[src/rtl/usb_irq_pkg.sv]
package usb_irq_pkg;
  localparam int NFLAG  = 10;
  localparam int CTRL_W = 4;

  localparam int F_IN_DONE = 0;
  localparam int F_OUT_B0  = 1;
  localparam int F_OUT_B1  = 2;
  localparam int F_SETUP   = 3;
  localparam int F_NAK_IN  = 4;
  localparam int F_NAK_OUT = 5;
  localparam int F_STALL   = 6;
  localparam int F_SOF     = 7;
  localparam int F_RESUME  = 8;
  localparam int F_SUSPEND = 9;

  typedef enum logic [1:0] {
    SEL_FLAGS = 2'd0,
    SEL_MASK  = 2'd1,
    SEL_CTRL  = 2'd2,
    SEL_NONE  = 2'd3
  } reg_sel_e;

  typedef struct packed {
    logic [1:0] level;
    logic       usb_en;
    logic       glb_en;
  } ctrl_t;

  // sticky flag update: a set always beats a clear
  function automatic logic flag_next(input logic cur, input logic set, input logic clr);
    return set | (cur & ~clr);
  endfunction

  function automatic logic any_pending(input logic [NFLAG-1:0] f, input logic [NFLAG-1:0] m);
    return |(f & m);
  endfunction

  function automatic logic gate_req(input logic pend, input ctrl_t c);
    return pend & c.glb_en & c.usb_en;
  endfunction
endpackage

[src/rtl/usb_irq_flag_cell.sv]
module usb_irq_flag_cell
  import usb_irq_pkg::*;
(
  input  logic clk,
  input  logic rst_n,
  input  logic hw_set,
  input  logic clr,
  output logic q
);
  always_ff @(posedge clk) begin
    if (!rst_n) q <= 1'b0;
    else        q <= flag_next(q, hw_set, clr);
  end


  set_wins_chk: assert property (@(posedge clk) disable iff (!rst_n)
    hw_set |=> q);


  sticky_hold_chk: assert property (@(posedge clk) disable iff (!rst_n)
    (q && !clr) |=> q);
endmodule

[src/rtl/usb_irq_flag_bank.sv]
module usb_irq_flag_bank
  import usb_irq_pkg::*;
(
  input  logic             clk,
  input  logic             rst_n,
  input  logic [NFLAG-1:0] ev,
  input  logic             cfg_pingpong,
  input  logic             cfg_iso,
  input  logic [NFLAG-1:0] sw_clr,
  output logic [NFLAG-1:0] flags
);
  logic [NFLAG-1:0] set_vec;
  logic [NFLAG-1:0] hw_clr_vec;

  always_comb begin
    set_vec           = ev;
    set_vec[F_OUT_B1] = ev[F_OUT_B1] & cfg_pingpong;
    set_vec[F_STALL]  = ev[F_STALL] & ~cfg_iso;
    hw_clr_vec        = '0;
    hw_clr_vec[F_STALL] = ev[F_SETUP];
  end

  for (genvar i = 0; i < NFLAG; i++) begin : g_cell
    usb_irq_flag_cell u_cell (
      .clk    (clk),
      .rst_n  (rst_n),
      .hw_set (set_vec[i]),
      .clr    (sw_clr[i] | hw_clr_vec[i]),
      .q      (flags[i])
    );
  end


  b1_needs_pp_chk: assert property (@(posedge clk) disable iff (!rst_n)
    $rose(flags[F_OUT_B1]) |-> $past(cfg_pingpong));


  stall_not_iso_chk: assert property (@(posedge clk) disable iff (!rst_n)
    $rose(flags[F_STALL]) |-> !$past(cfg_iso));


  stall_setup_clr_chk: assert property (@(posedge clk) disable iff (!rst_n)
    (ev[F_SETUP] && !(ev[F_STALL] && !cfg_iso)) |=> !flags[F_STALL]);
endmodule

[src/rtl/usb_irq_regs.sv]
module usb_irq_regs
  import usb_irq_pkg::*;
#(
  parameter int REG_W = 16
) (
  input  logic             clk,
  input  logic             rst_n,
  input  logic [1:0]       reg_addr,
  input  logic             reg_wr,
  input  logic [REG_W-1:0] reg_wdata,
  input  logic [NFLAG-1:0] flags,
  output logic [NFLAG-1:0] mask,
  output ctrl_t            ctrl,
  output logic [NFLAG-1:0] sw_clr,
  output logic [REG_W-1:0] reg_rdata
);
  reg_sel_e sel;
  logic     wr_mask, wr_ctrl;
  logic     unused_wdata;

  assign sel          = reg_sel_e'(reg_addr);
  assign wr_mask      = reg_wr && (sel == SEL_MASK);
  assign wr_ctrl      = reg_wr && (sel == SEL_CTRL);
  assign sw_clr       = (reg_wr && (sel == SEL_FLAGS)) ? reg_wdata[NFLAG-1:0] : '0;
  assign unused_wdata = ^reg_wdata;

  always_ff @(posedge clk) begin
    if (!rst_n) begin
      mask <= '0;
      ctrl <= '0;
    end else begin
      if (wr_mask) mask <= reg_wdata[NFLAG-1:0];
      if (wr_ctrl) ctrl <= ctrl_t'(reg_wdata[CTRL_W-1:0]);
    end
  end

  always_comb begin
    reg_rdata = '0;
    case (sel)
      SEL_FLAGS: reg_rdata[NFLAG-1:0]  = flags;
      SEL_MASK:  reg_rdata[NFLAG-1:0]  = mask;
      SEL_CTRL:  reg_rdata[CTRL_W-1:0] = ctrl;
      default:   reg_rdata = '0;
    endcase
  end


  mask_write_chk: assert property (@(posedge clk) disable iff (!rst_n)
    wr_mask |=> (mask == $past(reg_wdata[NFLAG-1:0])));


  ctrl_hold_chk: assert property (@(posedge clk) disable iff (!rst_n)
    !wr_ctrl |=> $stable(ctrl));
endmodule

[src/rtl/usb_irq_req.sv]
module usb_irq_req
  import usb_irq_pkg::*;
(
  input  logic             clk,
  input  logic             rst_n,
  input  logic [NFLAG-1:0] flags,
  input  logic [NFLAG-1:0] mask,
  input  ctrl_t            ctrl,
  output logic             irq_req,
  output logic [1:0]       irq_level
);
  logic pend_q;

  always_ff @(posedge clk) begin
    if (!rst_n) pend_q <= 1'b0;
    else        pend_q <= any_pending(flags, mask);
  end

  assign irq_req   = gate_req(pend_q, ctrl);
  assign irq_level = ctrl.level;


  req_follows_chk: assert property (@(posedge clk) disable iff (!rst_n)
    ($past(|(flags & mask)) && ctrl.glb_en && ctrl.usb_en) |-> irq_req);


  req_no_source_chk: assert property (@(posedge clk) disable iff (!rst_n)
    !(|(flags & mask)) |=> !irq_req);
endmodule

[src/rtl/usb_irq_collector.sv]
module usb_irq_collector
  import usb_irq_pkg::*;
#(
  parameter int REG_W = 16
) (
  input  logic             clk,
  input  logic             rst_n,
  input  logic             ev_in_done,
  input  logic             ev_out_b0,
  input  logic             ev_out_b1,
  input  logic             ev_setup,
  input  logic             ev_nak_in,
  input  logic             ev_nak_out,
  input  logic             ev_stall_sent,
  input  logic             ev_sof,
  input  logic             ev_resume,
  input  logic             ev_suspend,
  input  logic             cfg_pingpong,
  input  logic             cfg_iso,
  input  logic [1:0]       reg_addr,
  input  logic             reg_wr,
  input  logic [REG_W-1:0] reg_wdata,
  output logic [REG_W-1:0] reg_rdata,
  output logic             irq_req,
  output logic [1:0]       irq_level
);
  logic [NFLAG-1:0] ev_vec;
  logic [NFLAG-1:0] flags;
  logic [NFLAG-1:0] mask;
  logic [NFLAG-1:0] sw_clr;
  ctrl_t            ctrl;

  always_comb begin
    ev_vec            = '0;
    ev_vec[F_IN_DONE] = ev_in_done;
    ev_vec[F_OUT_B0]  = ev_out_b0;
    ev_vec[F_OUT_B1]  = ev_out_b1;
    ev_vec[F_SETUP]   = ev_setup;
    ev_vec[F_NAK_IN]  = ev_nak_in;
    ev_vec[F_NAK_OUT] = ev_nak_out;
    ev_vec[F_STALL]   = ev_stall_sent;
    ev_vec[F_SOF]     = ev_sof;
    ev_vec[F_RESUME]  = ev_resume;
    ev_vec[F_SUSPEND] = ev_suspend;
  end

  usb_irq_flag_bank u_bank (
    .clk          (clk),
    .rst_n        (rst_n),
    .ev           (ev_vec),
    .cfg_pingpong (cfg_pingpong),
    .cfg_iso      (cfg_iso),
    .sw_clr       (sw_clr),
    .flags        (flags)
  );

  usb_irq_regs #(.REG_W(REG_W)) u_regs (
    .clk       (clk),
    .rst_n     (rst_n),
    .reg_addr  (reg_addr),
    .reg_wr    (reg_wr),
    .reg_wdata (reg_wdata),
    .flags     (flags),
    .mask      (mask),
    .ctrl      (ctrl),
    .sw_clr    (sw_clr),
    .reg_rdata (reg_rdata)
  );

  usb_irq_req u_req (
    .clk       (clk),
    .rst_n     (rst_n),
    .flags     (flags),
    .mask      (mask),
    .ctrl      (ctrl),
    .irq_req   (irq_req),
    .irq_level (irq_level)
  );


  reset_quiet_chk: assert property (@(posedge clk)
    !rst_n |=> (!irq_req && flags == '0 && mask == '0));


  sof_sets_chk: assert property (@(posedge clk) disable iff (!rst_n)
    ev_sof |=> flags[F_SOF]);
endmodule

[config.mk]
export PLATFORM = sky130hd
export DESIGN_NAME = usb_irq_collector
export DESIGN_NICKNAME = d
export VERILOG_FILES = /design/src/rtl/usb_irq_pkg.sv /design/src/rtl/usb_irq_flag_cell.sv /design/src/rtl/usb_irq_flag_bank.sv /design/src/rtl/usb_irq_regs.sv /design/src/rtl/usb_irq_req.sv /design/src/rtl/usb_irq_collector.sv
export SDC_FILE = /design/constraint.sdc
export NUM_CORES = 1
export LEC_CHECK = 0
export BUFFER_PORTS_ARGS = -buffer_cell sky130_fd_sc_hd__buf_2
export CORE_MARGIN = 2
export CORE_UTILIZATION = 52
export DETAILED_ROUTE_END_ITERATION = 8
export GPL_ROUTABILITY_DRIVEN = 0
export GPL_TIMING_DRIVEN = 0
export PLACE_DENSITY = 0.91
export SYNTH_ARGS = -nofsm -noshare
export SYNTH_HDL_FRONTEND = slang
export SYNTH_HIERARCHICAL = 1
export SYNTH_SLANG_ARGS = --single-unit
export TNS_END_PERCENT = 5
[constraint.sdc]
create_clock -name clk -period 2.6 [get_ports clk]
set_input_delay 0.52 -clock clk [delete_from_list [all_inputs] [get_ports clk]]
set_output_delay 0.52 -clock clk [all_outputs]
set_load 0.05 [all_outputs]
==> reports/metrics.yaml <==
outcome:
  outcome: "finished, final reports clean"
clocking:
  cts_tree: "built"
  cts_buffers: 3
  clockBufferDepth: 2
  cts_hold_buffers: 0
  postCtsResizedCells: 0
  path_clk_slew_ps: 130
  clock_tree.root_cell: "clkbuf_4"
  htree_num_levels: 1
  clock_sinks: 25
  post_cts_buffers: 0
  clk_latency_ps: 310
setup_path:
  worstPathCellList: "buf_2, buf_4, mux2i_1, o2bb2ai_1, buf_2"
  worst-setup-path-type: "input port to output port"
  crit_path_end_kind: "output port"
  worstPathArrival_ps: 1440
  critPathLaunchType: "input port"
  worst-path-max-fanout: 10
  path_common_cell: "buf_2"
  cp.required_ps: 2080
  crit_slowest_cell: "buf_2"
  slowest_delay_ps: 290
die:
  fp.dieArea_um2: 3090
  fp.dieW_um: 55.6
  core-area_um2: 2500
  num_rows: 18
  io_pins: 52
  die_y_um: 55.6
  initial_utilization: 0.554
grt:
  antenna_found_initial: 0
  grt_start_max_net_pins: 18
  grt_pass1_wl_um: 4660
  grt_pass1_vias: 1107
  grt.overflow.total: 0
  grt_usage: 0.187
yosys:
  synth_top_cell_by_area: "dfxtp_1"
  synth-edff-count: 0
  yosys.area.top_type_share: 0.361
  ys.flop_type: "dfxtp_1"
  yosys_warnings: 6
  postSynthAreaPerCell_um2: 9.69
  synthCells: 143
  ys_seq_area_frac: 0.361
  synth-seq-cells: 25
  synth_most_common_cell: "dfxtp_1"
  netlist_top_cells_count: "dfxtp_1, mux2i_1, nand2_1"
  synth-async-reset-ratio: 0
  synth_area_um2: 1390
  synthTopCellsByArea: "dfxtp_1, mux2i_1, nor2b_4, nand2_1, buf_4"
  yosysUniqueCellTypes: 23
flow_run:
  maxCapViolCount: 0
sta:
  setup_slack_ps: 640
  finalClockSkew_ps: 0.607
  maxSlewViolCount: 0
  fin_tns_setup_ps: 0
  period_minus_slack_ps: 1960
  worstMarginPinSlew_ps: 586
  hold_viol_final: 0
  holdWs_ps: 411
  setup_viol: 0
  clock.fmax_ghz: 0.510
  fin_crit_sh: 0.754
  rsz0062_at_grt: "no"
  max-slew-margin-rel: 0.608
final_layout:
  area_growth_pct: 20.1
  post-route-cell-area_um2: 1660
  drive_gt1_frac: 0.351
  nets: 225
  fillCellCount: 211
  antenna_cells_inserted: 0
power:
  powerDensity_nw_per_um2: 461
  p_leak_nw: 0.846
  peakVddDrop_uv: 338
worst_hold_path:
  hold_path_class: "input port to register"
placement:
  dpl.hpwl_um: 2170
  place_area_um2: 1640
  pre_cts_slack_ps: 651
  io_buffers: 39
routing:
  drc_errors: 0
  first_iter_violations: 20
  via_count: 1127
  wl_per_cell_um: 12.6
  drt_wl_total_um: 2790
  vias_per_cell: 5.10
  ant_nets: 0
  drtPass1Iterations: 4
-- layout by cell type (no fill, tap or decap) --
cell type	Yosys	layout
a221oi_2	2	2
a22o_1	2	2
a22oi_1	1	1
a31oi_1	1	1
and2_1	11	11
and3_1	1	1
and3b_1	1	1
buf_2	2	41
buf_4	10	10
clkbuf_1	2	3
clkbuf_4	0	3
conb_1	1	6
dfxtp_1	25	25
inv_1	1	1
mux2i_1	24	24
nand2_1	24	24
nand3b_1	1	1
nor2_1	6	6
nor2b_1	2	2
nor2b_4	10	10
nor3b_2	1	1
o21a_1	10	10
o2bb2ai_1	4	4
or2_1	1	1
-- worst max-delay path, delay by kind of cell --
family	cells	cell delay (ps)
AOI/OAI and AO/OA	1	170
buffers and inverters	3	620
muxes	1	140
-- cell type report --
type	count	area, um2	share of cell area
multi-input cells	108	807	0.485
inverters	1	3.75	0.00226
clock buffers	4	26.3	0.0158
flip-flops and latches	25	500	0.301
well taps	30	37.5	0.0226
repair buffers	39	195	0.117
plain buffers	14	92.6	0.0557
-- sequential cells by signal (all words and copies together) (netlist names) --
name	flops
u_bank/g_cell.u_cell/q	10
u_regs/mask	10
u_regs/ctrl	4
u_req/pend_q	1
-- path summary, 6_finish.rpt --
kind / start / to / slack, ps / depth (start not counted)
setup / recovery: reg_addr[0] / reg_rdata[3] / 640 / 5
hold / removal: ev_resume / u_bank/g_cell[8].u_cell/q / 410 / 2
setup reg to reg: u_bank/g_cell[2].u_cell/q / u_req/pend_q / 1610 / 3
hold reg to reg: u_regs/ctrl[0] / u_regs/ctrl[0] / 480 / 2
-- power by group --
group          switching (mW)  internal [mW]  leakage [nW]
clock network           0.109         0.0598        0.0150
logic                   0.104         0.0755         0.626
registers              0.0160          0.403         0.206
total                   0.229          0.538         0.846
-- metal layers --
layer  part of all wire  track usage  wire length (um)  up-vias
met5                  0            0                 0        -
met4             0.0065       0.0627                18        0
met3              0.063       0.0372               175        2
met2               0.50        0.330              1390       35
met1               0.43        0.225              1200      523
li1                   -            -                 -      567
-- per-stage QoR --
step                      power (mW)  std cells  utilization
after detailed placement       0.608        217        0.655
after CTS                      0.776        221        0.665
after global placement         0.601        217        0.655
final                          0.767        221        0.665
after global routing           0.804        221        0.665
after floorplan                0.557        148            -
-- cell families (layout without fill, tap and decap cells) --
logic type             after synthesis  in the layout  synth area share
AOI/OAI and AO/OA                   20             20             0.124
buffers and inverters               15             58            0.0696
DFF                                 25             25             0.361
muxes                               24             24             0.173
other                                1              6           0.00271
and+or+nand+nor                     58             58             0.269
(Power assumes the default switching activity.)
